$ cat config.mk
export PLATFORM = sky130hd
export DESIGN_NAME = mutex_task_pair
export DESIGN_NICKNAME = d
export VERILOG_FILES = /design/src/rtl/mtp_pkg.sv /design/src/rtl/mtp_task_fsm.sv /design/src/rtl/mtp_arbiter.sv /design/src/rtl/mtp_err_latch.sv /design/src/rtl/mutex_task_pair.sv
export SDC_FILE = /design/constraint.sdc
export NUM_CORES = 1
export LEC_CHECK = 0
export BUFFER_PORTS_ARGS = -buffer_cell sky130_fd_sc_hd__buf_2
export CAP_MARGIN = 20
export CORE_AREA = 2 2 39 41
export CTS_CLUSTER_DIAMETER = 30
export DETAILED_ROUTE_END_ITERATION = 16
export DIE_AREA = 0 0 41 43
export HOLD_SLACK_MARGIN = 0.06
export PLACE_DENSITY = 0.5
export SLEW_MARGIN = 20
export SYNTH_ARGS = -nofsm -noshare
export SYNTH_HDL_FRONTEND = slang
export SYNTH_HIERARCHICAL = 1
export SYNTH_SLANG_ARGS = --single-unit
$ cat constraint.sdc
create_clock -name clk_i -period 1.1 [get_ports clk_i]
set_input_delay 0.11 -clock clk_i [delete_from_list [all_inputs] [get_ports clk_i]]
set_output_delay 0.11 -clock clk_i [all_outputs]
set_load 0.005 [all_outputs]
$ cat src/rtl/mtp_pkg.sv
package mtp_pkg;
  typedef enum logic [1:0] {
    ST_IDLE   = 2'd0,
    ST_WAIT   = 2'd1,
    ST_ACTIVE = 2'd2
  } task_state_e;
endpackage

$ cat src/rtl/mtp_task_fsm.sv
module mtp_task_fsm
  import mtp_pkg::*;
(
  input  logic clk_i,
  input  logic rst_ni,
  input  logic req_i,
  input  logic end_i,
  input  logic grant_i,
  output logic want_o,
  output logic active_o,
  output logic start_o
);
  task_state_e state_q, state_d;

  always_comb begin
    state_d = state_q;
    start_o = 1'b0;
    want_o  = 1'b0;
    unique case (state_q)
      ST_IDLE: begin
        want_o  = req_i;
        start_o = req_i & grant_i;
        if (req_i) state_d = grant_i ? ST_ACTIVE : ST_WAIT;
      end
      ST_WAIT: begin
        want_o  = 1'b1;
        start_o = grant_i;
        if (grant_i) state_d = ST_ACTIVE;
      end
      ST_ACTIVE: begin
        if (end_i) state_d = ST_IDLE;
      end
      default: state_d = ST_IDLE;
    endcase
  end

  always_ff @(posedge clk_i or negedge rst_ni) begin
    if (!rst_ni) state_q <= ST_IDLE;
    else         state_q <= state_d;
  end

  assign active_o = (state_q == ST_ACTIVE);
endmodule

$ cat src/rtl/mtp_arbiter.sv
module mtp_arbiter #(
  parameter int unsigned NUM_TASKS = 2
) (
  input  logic [NUM_TASKS-1:0] want_i,
  input  logic [NUM_TASKS-1:0] active_i,
  input  logic [NUM_TASKS-1:0] req_i,
  output logic [NUM_TASKS-1:0] grant_o,
  output logic                 clash_o
);
  logic busy;
  logic taken;

  assign busy    = |active_i;
  assign clash_o = ($countones(req_i) > 1);

  // fixed priority, lowest index first
  always_comb begin
    taken   = 1'b0;
    grant_o = '0;
    for (int i = 0; i < NUM_TASKS; i++) begin
      grant_o[i] = want_i[i] & ~busy & ~clash_o & ~taken;
      taken      = taken | grant_o[i];
    end
  end
endmodule

$ cat src/rtl/mtp_err_latch.sv
module mtp_err_latch (
  input  logic clk_i,
  input  logic rst_ni,
  input  logic set_i,
  output logic err_o
);
  always_ff @(posedge clk_i or negedge rst_ni) begin
    if (!rst_ni)    err_o <= 1'b0;
    else if (set_i) err_o <= 1'b1;
  end
endmodule

$ cat src/rtl/mutex_task_pair.sv
module mutex_task_pair #(
  parameter int unsigned NUM_TASKS = 2
) (
  input  logic                 clk_i,
  input  logic                 rst_ni,
  input  logic [NUM_TASKS-1:0] req_i,
  input  logic [NUM_TASKS-1:0] end_i,
  output logic [NUM_TASKS-1:0] active_o,
  output logic [NUM_TASKS-1:0] start_o,
  output logic                 err_o
);
  logic [NUM_TASKS-1:0] want;
  logic [NUM_TASKS-1:0] grant;
  logic                 clash;

  for (genvar g = 0; g < NUM_TASKS; g++) begin : g_task
    mtp_task_fsm u_fsm (
      .clk_i   (clk_i),
      .rst_ni  (rst_ni),
      .req_i   (req_i[g]),
      .end_i   (end_i[g]),
      .grant_i (grant[g]),
      .want_o  (want[g]),
      .active_o(active_o[g]),
      .start_o (start_o[g])
    );
  end

  mtp_arbiter #(.NUM_TASKS(NUM_TASKS)) u_arb (
    .want_i  (want),
    .active_i(active_o),
    .req_i   (req_i),
    .grant_o (grant),
    .clash_o (clash)
  );

  mtp_err_latch u_err (
    .clk_i (clk_i),
    .rst_ni(rst_ni),
    .set_i (clash),
    .err_o (err_o)
  );
endmodule

==> out/results.txt, run 1 <==
critical path type - flip-flop to primary output
full die area - 1760 um^2
Max Slew Vio Count - 0
clock-pin slew on the worst setup and hold paths - 0.04 ns
leakage power summed over all cells - 0.264 nW
reg2reg path depth - 7
kind of end point of the critical path - primary output
most area-hungry cell type in the Yosys netlist - sky130_fd_sc_hd__dfrtp_1
Worst path top cell family by delay - simple AND/OR/NAND/NOR gates
share of the cycle needed by the critical path after routing - 136%
f_max - 0.669 GHz
count of input and output buffers - 10
average detailed-routed wire length per instance - 9.93 um
area of the multi-input gates - 199 um^2
path length in cells of the critical path - 7
fin area - 544 um^2
fill cell count - 139
number of antenna violations at the first check in global routing - 0
ordered cell list for the critical path - nor2_2 > nor2_1 > nand2b_4 > nor4_4 > o21ai_2 > nor2_1 > buf_2
Area Growth Syn to Fin - 95.9%
area of the core region - 1380 um^2
count of distinct cell types in the synthesized netlist - 12
DP Worst Slack - -0.221 ns
Antenna Violating Nets Remaining - 0
TritonCTS sink count - 5
effective utilization at floorplan - 20.1%
worst slew margin relative to its limit - 84.0%
Die X - 41 um
cell repeated most along the worst path - sky130_fd_sc_hd__nor2_1
antenna cells - 0
leading post-synthesis cells by cell area - sky130_fd_sc_hd__dfrtp_1 45%, sky130_fd_sc_hd__nor2b_4 9.9%, sky130_fd_sc_hd__nor4b_4 8.6%
maximum fanout count along the critical path - 2
mean post-synth cell area - 10.7 um^2
failing checks - setup timing
total area of sequential cells - 126 um^2
CTS Root Buffer Type - sky130_fd_sc_hd__clkbuf_4
critical path endpoint - start_o[1]
number of max-cap violations - 0
flops & latches, synth - 5
total global-route track usage - 9.89%
Total Wirelength - 695 um
post-place instance area - 400 um^2
number of global-route vias before repair - 257
source of the worst hold timing path - end_i[0]
share of cells above drive strength 1 - 72.2%
Bufs and invs on worst path - 1
clock tree from TritonCTS - yes
nature of the critical path startpoint - flip-flop
GPL Wtd Cong - 0.638
post-synthesis instance area - 278 um^2
cts bufs inserted - 3
maximum vdd ir drop - 1.23 mV
Synthesized Nets - 32
router iterations before antenna repair - 2
largest net degree at the start of global routing - 6
Max Clock Skew - 0.00334 ns
worst endpoint data arrival time - 1.39 ns
via total after detailed routing - 284
slack of the worst reg-to-reg path - -0.19 ns
standard-cell row count - 14
measured slew at the worst slew-check pin - 0.238 ns
Residual DRC - 0
number of warnings printed during yosys synthesis - 6
Post-layout nets - 61
launch point of the critical path - g_task[0].u_fsm/state_q[0]$_DFFE_PN0P_
Crit Reg-Reg Startpoint - g_task[0].u_fsm/state_q[0]$_DFFE_PN0P_
min-delay worst type - input port to flip-flop
endpoints failing setup - 8
final hold viol count - 0
clock network latency to the later pin of the worst-skew pair - 0.24 ns
share of the synthesized area in the top cell type - 45.0%
outcome - complete, but fails checks
Vias per Instance - 4.06
sequential element share of the synthesized area - 45.0%
total congestion overflow - 0
unrepaired setup endpoints after global routing - yes
areal power density over the cells - 2490 nW/um^2
global-route wire length before repair - 1100 um
cells after synthesis - 26
maximum number of buffers from clock root to sink - 2
delay of the slowest cell on the worst path - 0.38 ns
die height - 43 um
final critical-path required period - 1.50 ns
count of pins on the block boundary - 11
data required time at the worst endpoint - 0.99 ns
endpoint of the worst register-to-register path - g_task[1].u_fsm/state_q[1]$_DFFE_PN0P_
number of H-tree levels - 1
Final WS setup - -0.396 ns
slowest stage cell, crit path - sky130_fd_sc_hd__dfrtp_1
First DRT Iteration DRCs - 1
layout by cell type (no fill, tap or decap), types with 2 or more instances in the layout:
cell / count
sky130_fd_sc_hd__dfrtp_1: 4
sky130_fd_sc_hd__nor2_2: 2
sky130_fd_sc_hd__nor2_1: 4
sky130_fd_sc_hd__inv_1: 2
sky130_fd_sc_hd__nor2b_4: 2
sky130_fd_sc_hd__nor3_2: 2
sky130_fd_sc_hd__clkbuf_4: 3
sky130_fd_sc_hd__buf_4: 11
sky130_fd_sc_hd__buf_6: 2
sky130_fd_sc_hd__buf_2: 10
final cells by class:
class / count / share of cell area, %
multi-input combinational: 19 / 36.6
inverter: 2 / 1.38
timing repair buffer: 24 / 30.3
sequential: 5 / 23.2
tap: 16 / 3.68
clock buffer: 4 / 4.83
stage by stage:
stage,utilization [%],std cells,power (W),hold slack [ns],setup TNS [ns]
finish,39.3,70,0.00136,0.131,-1.64
global route,39.3,70,0.00147,0.134,-2.41
CTS,36.1,69,0.00122,0.114,-1.68
global placement,28.9,59,0.000842,-0.0718,-0.833
floorplan,-,26,0.000596,-0.186,-0.306
detailed placement,28.9,59,0.000838,-0.0721,-0.751
kinds of logic after synthesis:
family,count (synthesis),synth area share (%)
compound gates,4,9.91
buf+inv,2,2.70
flops,5,45.0
simple gates,15,42.3
worst min-delay path by stage:
| stage | to | slack, ns | depth (start not counted) |
|---|---|---|---|
| finish | g_task[0].u_fsm/state_q[1]$_DFFE_PN0P_ | 0.13 | 3 |
| detailed placement | g_task[0].u_fsm/state_q[1]$_DFFE_PN0P_ | -0.07 | 1 |
| CTS | g_task[1].u_fsm/state_q[1]$_DFFE_PN0P_ | 0.11 | 3 |
| global placement | g_task[0].u_fsm/state_q[1]$_DFFE_PN0P_ | -0.07 | 1 |
| global route | g_task[0].u_fsm/state_q[1]$_DFFE_PN0P_ | 0.13 | 3 |
| floorplan | g_task[0].u_fsm/state_q[0]$_DFFE_PN0P_ | -0.19 | 0 |
worst register-to-register path, cell delays in order (launching register included):
cell,delay [ns]
sky130_fd_sc_hd__dfrtp_1,0.38
sky130_fd_sc_hd__nor2_2,0.11
sky130_fd_sc_hd__nor2_1,0.06
sky130_fd_sc_hd__nand2b_4,0.14
sky130_fd_sc_hd__nor4_4,0.17
sky130_fd_sc_hd__o21ai_2,0.10
sky130_fd_sc_hd__buf_4,0.15
sky130_fd_sc_hd__o2bb2ai_4,0.12
flip-flops by register name, indices dropped and copies added (netlist names):
signal and cells:
u_err/err_o 1, g_task.u_fsm/state_q 4
power by group:
part	switching, W	internal, W	total [W]
Clock	0.0000734	0.000137	0.000210
Sequential	0.0000667	0.000257	0.000324
Combinational	0.000325	0.000498	0.000823
Total	0.000466	0.000892	0.00136
what timing repair did:
item                       4_1_cts  5_1_grt
hold buffers                     1        0
hold endpoints to repair         5        0
setup buffers                    5        3
setup endpoints to repair        7        8
gates resized for setup          7        7
pin swaps                        2        3
cell usage after synthesis:
cell type                   count
sky130_fd_sc_hd__nor2_1         6
sky130_fd_sc_hd__dfrtp_1        5
sky130_fd_sc_hd__inv_1          2
sky130_fd_sc_hd__nor2b_4        2
sky130_fd_sc_hd__nor3_1         2
sky130_fd_sc_hd__o21ai_0        2
sky130_fd_sc_hd__o2bb2ai_1      2
sky130_fd_sc_hd__and2_4         1
sky130_fd_sc_hd__nand2b_1       1
sky130_fd_sc_hd__nor4_2         1
sky130_fd_sc_hd__nor4b_4        1
sky130_fd_sc_hd__or2_1          1
metal layers:
metal | GRT usage (%) | share of wire, % | up-vias
met5 | 0 | 0 | -
met4 | 2.00 | 0 | 0
met3 | 9.42 | 9.6 | 0
met2 | 11.9 | 49 | 14
met1 | 12.7 | 41 | 125
li1 | - | - | 145
(Power assumes the default switching activity.)
==> run 2: changes to the inputs <==
--- a/config.mk
+++ b/config.mk
@@ -8,6 +8,7 @@
 export BUFFER_PORTS_ARGS = -buffer_cell sky130_fd_sc_hd__buf_2
 export CAP_MARGIN = 20
 export CORE_AREA = 2 2 39 41
+export CTS_BUF_LIST = sky130_fd_sc_hd__clkbuf_4
 export CTS_CLUSTER_DIAMETER = 30
 export DETAILED_ROUTE_END_ITERATION = 16
 export DIE_AREA = 0 0 41 43
==> constraint.sdc (replaced) <==
create_clock -name clk_i -period 1.35 [get_ports clk_i]
set_input_delay 0.135 -clock clk_i [delete_from_list [all_inputs] [get_ports clk_i]]
set_output_delay 0.135 -clock clk_i [all_outputs]
set_load 0.005 [all_outputs]
==> run 2 against run 1 <==
Against the previous run:
- flip-flop and latch count did not move
- power is 23% lower
- final cell count shrank 4.3%
- register-to-register slack better by 0.14 ns
- first-iteration DRC count rose by 100%
- clock power down 8%
- highest routed layer unchanged
- non-clock buffer count is 3 lower
- critical path depth unchanged
- the flow still finishes with violations (setup timing)
- largest cell class unchanged
- sequential share of layout area up 1.7 points
- utilization is 3.1 points lower
==> out/results.txt, run 2 (synthesized netlist as in run 1, its figures left out) <==
met3 Track Usage GR - 8.38% (was 9.42%)
leakage power summed over all cells - 0.244 nW (was 0.264 nW)
standard-cell row count - 14 (unchanged)
worst-case hold slack - 0.143 ns (was 0.131 ns)
Die X - 41 um (unchanged)
maximum fanout count along the critical path - 2 (unchanged)
highest-count cells in the layout ignoring fill and taps - 10 x sky130_fd_sc_hd__buf_2, 7 x sky130_fd_sc_hd__buf_4, 5 x sky130_fd_sc_hd__dfrtp_1 (was 11 x sky130_fd_sc_hd__buf_4, 10 x sky130_fd_sc_hd__buf_2, 4 x sky130_fd_sc_hd__nor2_1, 4 x sky130_fd_sc_hd__dfrtp_1, 3 x sky130_fd_sc_hd__clkbuf_4)
router iterations before antenna repair - 3 (was 2)
count of input and output buffers - 10 (unchanged)
Post-layout nets - 58 (was 61)
nature of the critical path startpoint - flip-flop (unchanged)
delay of the slowest cell on the worst path - 0.38 ns (about the same)
cts bufs inserted - 3 (unchanged)
global-route wire length before repair - 1010 um (was 1100 um)
clock tree from TritonCTS - yes (unchanged)
GPL Wtd Cong - 0.639 (was 0.638)
Residual DRC - 0 (unchanged)
busiest layer in global routing - met2 (was met1)
worst slew margin relative to its limit - 83.1% (was 84.0%)
maximum number of buffers from clock root to sink - 2 (unchanged)
min-delay worst type - input port to flip-flop (unchanged)
post-layout power - 0.00105 W (was 0.00136 W)
via total after detailed routing - 272 (was 284)
Final WS setup - -0.322 ns (was -0.396 ns)
Largest register FFs - 4 (unchanged)
final critical-path required period - 1.67 ns
CTS Root Buffer Type - sky130_fd_sc_hd__clkbuf_4 (unchanged)
TritonCTS sink count - 5 (unchanged)
Vias per Instance - 4.06 (about the same)
global routing met1 resource utilization - 9.68% (was 12.7%)
clock network latency to the later pin of the worst-skew pair - 0.24 ns (about the same)
ordered cell list for the critical path - nor2_2 > nor2_2 > nand2b_4 > nor4_4 > o21ai_1 > nor2_1 > buf_2 (was nor2_2 > nor2_1 > nand2b_4 > nor4_4 > o21ai_2 > nor2_1 > buf_2)
data required time at the worst endpoint - 1.22 ns (was 0.99 ns)
Max Slew Vio Count - 0 (unchanged)
Max Clock Skew - 0.000322 ns (was 0.00334 ns)
reg2reg path depth - 7 (unchanged)
measured slew at the worst slew-check pin - 0.253 ns (was 0.238 ns)
largest net degree at the start of global routing - 6 (unchanged)
kind of end point of the critical path - primary output (unchanged)
most frequent standard cell in the layout excluding fill and tap cells - sky130_fd_sc_hd__buf_2 (was sky130_fd_sc_hd__buf_4)
die height - 43 um (unchanged)
First DRT Iteration DRCs - 2 (was 1)
post-place instance area - 400 um^2 (unchanged)
worst endpoint data arrival time - 1.54 ns (was 1.39 ns)
effective utilization at floorplan - 20.1% (unchanged)
full die area - 1760 um^2 (unchanged)
critical path type - flip-flop to primary output (unchanged)
failing checks - setup timing (unchanged)
average detailed-routed wire length per instance - 9.90 um (was 9.93 um)
Total Wirelength - 663 um (was 695 um)
share of cells above drive strength 1 - 66.7% (was 72.2%)
count of pins on the block boundary - 11 (unchanged)
number of max-cap violations - 0 (unchanged)
Finished Layout Cells - 67 (was 70)
Regs by FF count - g_task.u_fsm/state_q (4), u_err/err_o (1) (unchanged)
unrepaired setup endpoints after global routing - yes (unchanged)
fin area - 502 um^2 (was 544 um^2)
f_max - 0.598 GHz
number of antenna violations at the first check in global routing - 0 (unchanged)
areal power density over the cells - 2100 nW/um^2 (was 2490 nW/um^2)
slack of the worst reg-to-reg path - -0.05 ns (was -0.19 ns)
endpoints failing setup - 4 (was 8)
share of the cycle needed by the critical path after routing - 124%
area of the core region - 1380 um^2 (unchanged)
Area Growth Syn to Fin - 80.6% (was 95.9%)
depth of the worst hold-timing path - 3 (unchanged)
total global-route track usage - 8.84% (was 9.89%)
final hold viol count - 0 (unchanged)
met2 global-route usage - 12.2% (was 11.9%)
antenna cells - 0 (unchanged)
dpl cells - 59 (unchanged)
DP Worst Slack - -0.0873 ns (was -0.221 ns)
total congestion overflow - 0 (unchanged)
outcome - complete, but fails checks (unchanged)
Antenna Violating Nets Remaining - 0 (unchanged)
detailed-placement wirelength estimate - 484 um
slowest stage cell, crit path - sky130_fd_sc_hd__dfrtp_1 (unchanged)
fill cell count - 144 (was 139)
clock-pin slew on the worst setup and hold paths - 0.04 ns (about the same)
cell repeated most along the worst path - sky130_fd_sc_hd__nor2_2 (was sky130_fd_sc_hd__nor2_1)
number of global-route vias before repair - 260 (was 257)
number of H-tree levels - 1 (unchanged)
register with the most flip-flops - g_task.u_fsm/state_q (unchanged)
maximum vdd ir drop - 0.968 mV (was 1.23 mV)
==> run 2: area by class of cell <==
class	count	area (um^2)	area share (%)
timing repair buffer	21	146	29.2
inverter	2	7.51	1.50
clock buffer	4	30.0	5.99
sequential	5	125	24.9
tap	16	20.0	3.99
multi-input combinational	19	173	34.4
==> run 2: worst max-delay path, delay by kind of cell (launching register included) <==
| family | cells | cell delay, ns |
|---|---|---|
| flops | 1 | 0.38 |
| buf+inv | 1 | 0.12 |
| simple gates | 5 | 0.68 |
| compound gates | 1 | 0.13 |
==> run 2: power by group <==
part	internal (W)	leakage, nW	switching, W
Combinational	0.000365	0.167	0.000228
Clock	0.000132	0.0184	0.0000608
Sequential	0.000206	0.0589	0.0000594
Total	0.000703	0.244	0.000349
==> run 2: worst paths after layout <==
kind,end,start
max,start_o[1],g_task[0].u_fsm/state_q[0]$_DFFE_PN0P_
min,g_task[1].u_fsm/state_q[1]$_DFFE_PN0P_,end_i[1]
max reg2reg,g_task[1].u_fsm/state_q[0]$_DFFE_PN0P_,g_task[0].u_fsm/state_q[0]$_DFFE_PN0P_
min reg2reg,u_err/err_o$_DFFE_PN0P_,u_err/err_o$_DFFE_PN0P_
max in group asynchronous,g_task[1].u_fsm/state_q[0]$_DFFE_PN0P_,rst_ni
min in group asynchronous,u_err/err_o$_DFFE_PN0P_,rst_ni
==> run 2: timing repair <==
item,4_1_cts,5_1_grt
hold buffers,1,0
setup endpoints to repair,2,4
pin swaps,0,4
endpoints found under the hold margin,5,0
resized for setup,3,8
buffers inserted,0,3
==> run 2: per-stage QoR <==
| step | utilization (%) | TNS, ns |
|---|---|---|
| 3_3_place_gp | 28.9 | -0.113 |
| 3_5_place_dp | 28.9 | -0.135 |
| 5_1_grt | 36.3 | -1.19 |
| 2_1_floorplan | - | 0 |
| 6_report | 36.3 | -0.759 |
| 4_1_cts | 32.0 | -0.567 |
==> run 2: layer usage <==
metal | wire [um] | share of wire [%]
met5 | 0 | 0
met4 | 0 | 0
met3 | 69 | 10
met2 | 303 | 46
met1 | 291 | 44
==> run 3: changes to the inputs <==
--- a/config.mk
+++ b/config.mk
@@ -13,6 +13,7 @@
 export DETAILED_ROUTE_END_ITERATION = 16
 export DIE_AREA = 0 0 41 43
 export HOLD_SLACK_MARGIN = 0.06
+export MAX_ROUTING_LAYER = met4
 export PLACE_DENSITY = 0.5
 export SLEW_MARGIN = 20
 export SYNTH_ARGS = -nofsm -noshare
==> constraint.sdc (replaced) <==
create_clock -name clk_i -period 1.3 [get_ports clk_i]
set_input_delay 0.13 -clock clk_i [delete_from_list [all_inputs] [get_ports clk_i]]
set_output_delay 0.13 -clock clk_i [all_outputs]
set_load 0.005 [all_outputs]
==> run 3 against run 2 <==
Against the previous run:
- the run still ends with setup timing left
- register-to-register slack gained 0.07 ns
- worst hold slack lost 0.018 ns
- combinational power grew 9.1%
- flip-flop and latch count is the same
- clock-buffer cell count is the same
- first-iteration DRC count shrank 100%
- via count grew 8.8%
- final cell count grew 3.0%
- global-route usage grew 0.63 points
- worst setup slack lost 0.059 ns
- non-clock buffer count grew 2
- final area grew 1.5%
- critical path type unchanged
- highest routed layer is now met4
==> out/results.txt, run 3 (synthesized netlist as in run 1, its figures left out) <==
total congestion overflow - 0 (unchanged)
standard-cell row count - 14 (unchanged)
Regs by FF count - g_task.u_fsm/state_q (4), u_err/err_o (1) (unchanged)
Worst path top cell family by delay - simple AND/OR/NAND/NOR gates (unchanged)
die height - 43 um (unchanged)
full die area - 1760 um^2 (unchanged)
number of H-tree levels - 1 (unchanged)
slowest stage cell, crit path - sky130_fd_sc_hd__dfrtp_1 (unchanged)
Area Growth Syn to Fin - 83.3% (was 80.6%)
Bufs and invs on worst path - 1 (unchanged)
Vias per Instance - 4.29 (was 4.06)
clock-pin slew on the worst setup and hold paths - 0.05 ns (was 0.04 ns)
leakage power summed over all cells - 0.252 nW (was 0.244 nW)
effective utilization at floorplan - 20.1% (unchanged)
unrepaired setup endpoints after global routing - yes (unchanged)
post-layout power - 0.00113 W (was 0.00105 W)
final critical-path required period - 1.68 ns
detailed-placement wirelength estimate - 496 um (was 484 um)
reg2reg path depth - 6 (was 7)
share of the cycle needed by the critical path after routing - 129%
Finished Layout Cells - 69 (was 67)
share of cells above drive strength 1 - 67.9% (was 66.7%)
fin area - 509 um^2 (was 502 um^2)
f_max - 0.595 GHz
Largest register FFs - 4 (unchanged)
highest-count cells in the layout ignoring fill and taps - 11 x sky130_fd_sc_hd__buf_4, 10 x sky130_fd_sc_hd__buf_2, 5 x sky130_fd_sc_hd__dfrtp_1 (was 10 x sky130_fd_sc_hd__buf_2, 7 x sky130_fd_sc_hd__buf_4, 5 x sky130_fd_sc_hd__dfrtp_1)
largest net degree at the start of global routing - 6 (unchanged)
Total Wirelength - 747 um (was 663 um)
endpoint of the worst register-to-register path - g_task[1].u_fsm/state_q[1]$_DFFE_PN0P_ (was g_task[1].u_fsm/state_q[0]$_DFFE_PN0P_)
maximum number of buffers from clock root to sink - 2 (unchanged)
CTS Root Buffer Type - sky130_fd_sc_hd__clkbuf_4 (unchanged)
post-place instance area - 408 um^2 (was 400 um^2)
register with the most flip-flops - g_task.u_fsm/state_q (unchanged)
number of antenna violations at the first check in global routing - 0 (unchanged)
count of input and output buffers - 10 (unchanged)
Antenna Violating Nets Remaining - 0 (unchanged)
min-delay worst type - input port to flip-flop (unchanged)
Max Slew Vio Count - 0 (unchanged)
dpl cells - 60 (was 59)
final hold viol count - 0 (unchanged)
Final WS setup - -0.382 ns (was -0.322 ns)
Crit Reg-Reg Startpoint - g_task[0].u_fsm/state_q[0]$_DFFE_PN0P_ (unchanged)
measured slew at the worst slew-check pin - 0.261 ns (was 0.253 ns)
total global-route track usage - 9.47% (was 8.84%)
nature of the critical path startpoint - flip-flop (unchanged)
clock network latency to the later pin of the worst-skew pair - 0.25 ns (was 0.24 ns)
data required time at the worst endpoint - 1.17 ns (was 1.22 ns)
number of max-cap violations - 0 (unchanged)
worst endpoint data arrival time - 1.55 ns (was 1.54 ns)
Max Clock Skew - 0.0000659 ns (was 0.000322 ns)
outcome - complete, but fails checks (unchanged)
worst slew margin relative to its limit - 82.5% (was 83.1%)
Die X - 41 um (unchanged)
ordered cell list for the critical path - nor2_2 > nor2_2 > nand2b_4 > nor4_4 > o21ai_1 > nor2_1 > buf_2 (unchanged)
failing checks - setup timing (unchanged)
count of pins on the block boundary - 11 (unchanged)
maximum fanout count along the critical path - 2 (unchanged)
worst-case hold slack - 0.126 ns (was 0.143 ns)
GPL Wtd Cong - 0.748 (was 0.639)
critical path type - flip-flop to primary output (unchanged)
global-route wire length before repair - 1000 um (was 1010 um)
most frequent standard cell in the layout excluding fill and tap cells - sky130_fd_sc_hd__buf_4 (was sky130_fd_sc_hd__buf_2)
cts bufs inserted - 3 (unchanged)
kind of end point of the critical path - primary output (unchanged)
areal power density over the cells - 2210 nW/um^2 (was 2100 nW/um^2)
source of the worst hold timing path - end_i[1] (unchanged)
maximum vdd ir drop - 0.887 mV (was 0.968 mV)
endpoints failing setup - 4 (unchanged)
slack of the worst reg-to-reg path - 0.02 ns (was -0.05 ns)
First DRT Iteration DRCs - 0 (was 2)
Residual DRC - 0 (unchanged)
average detailed-routed wire length per instance - 10.8 um (was 9.90 um)
delay of the slowest cell on the worst path - 0.39 ns (was 0.38 ns)
cell repeated most along the worst path - sky130_fd_sc_hd__nor2_2 (unchanged)
TritonCTS sink count - 5 (unchanged)
antenna cells - 0 (unchanged)
WHS Endpoint - g_task[1].u_fsm/state_q[1]$_DFFE_PN0P_ (unchanged)
depth of the worst hold-timing path - 3 (unchanged)
number of global-route vias before repair - 260 (unchanged)
router iterations before antenna repair - 1 (was 3)
Post-layout nets - 60 (was 58)
area of the core region - 1380 um^2 (unchanged)
via total after detailed routing - 296 (was 272)
clock tree from TritonCTS - yes (unchanged)
## run 3: per-layer routing
layer  GRT usage, %  vias up  wire (um)  part of all wire, %
met5              -        -          0                    0
met4           6.00        0          8                  1.1
met3           7.85        3         74                  9.9
met2           12.8       14        352                   47
met1           8.71      136        311                   42
li1               -      143          -                    -
## run 3: area by class of cell
cell class                      instances  area, um^2
Fill cell                             149         875
Multi-Input combinational cell         19         173
Sequential cell                         5         125
Tap cell                               16        20.0
Clock buffer                            4        30.0
Inverter                                2        7.51
Timing Repair Buffer                   23         154
## run 3: repair_timing
item / in CTS / in global routing
setup endpoints to repair: 4 / 6
endpoints found under the hold margin: 5 / 0
buffers inserted: 0 / 4
gates cloned: 0 / 0
pin swaps: 0 / 3
gates resized for setup: 1 / 8
hold buffers: 1 / 0
## run 3: worst max path at each step
stage	startpoint	to	slack [ns]	depth (start not counted)
floorplan	g_task[0].u_fsm/state_q[0]$_DFFE_PN0P_	start_o[1]	0.03	6
global placement	g_task[0].u_fsm/state_q[0]$_DFFE_PN0P_	start_o[1]	-0.08	7
detailed placement	g_task[0].u_fsm/state_q[0]$_DFFE_PN0P_	start_o[1]	-0.13	7
CTS	g_task[0].u_fsm/state_q[0]$_DFFE_PN0P_	start_o[1]	-0.37	7
global route	g_task[0].u_fsm/state_q[0]$_DFFE_PN0P_	start_o[1]	-0.48	7
finish	g_task[0].u_fsm/state_q[0]$_DFFE_PN0P_	start_o[1]	-0.38	7
## run 3: tightest hold or removal path: cells and delay by family
kind | cells | cell delay, ns
AO/OA/AOI/OAI | 1 | 0.10
buffers and inverters | 2 | 0.10
## run 3: power breakdown
group | leakage, nW | switching [W] | internal [W]
Combinational | 0.175 | 0.000254 | 0.000393
Clock | 0.0184 | 0.0000711 | 0.000137
Sequential | 0.0589 | 0.0000565 | 0.000214
## run 3: through the flow
stage	setup slack, ns	utilization (%)	setup TNS [ns]
6_report	-0.382	36.8	-0.764
4_1_cts	-0.375	32.4	-0.752
3_5_place_dp	-0.127	29.5	-0.199
5_1_grt	-0.480	36.8	-1.11
3_3_place_gp	-0.0797	29.5	-0.141
2_1_floorplan	0.0304	-	0
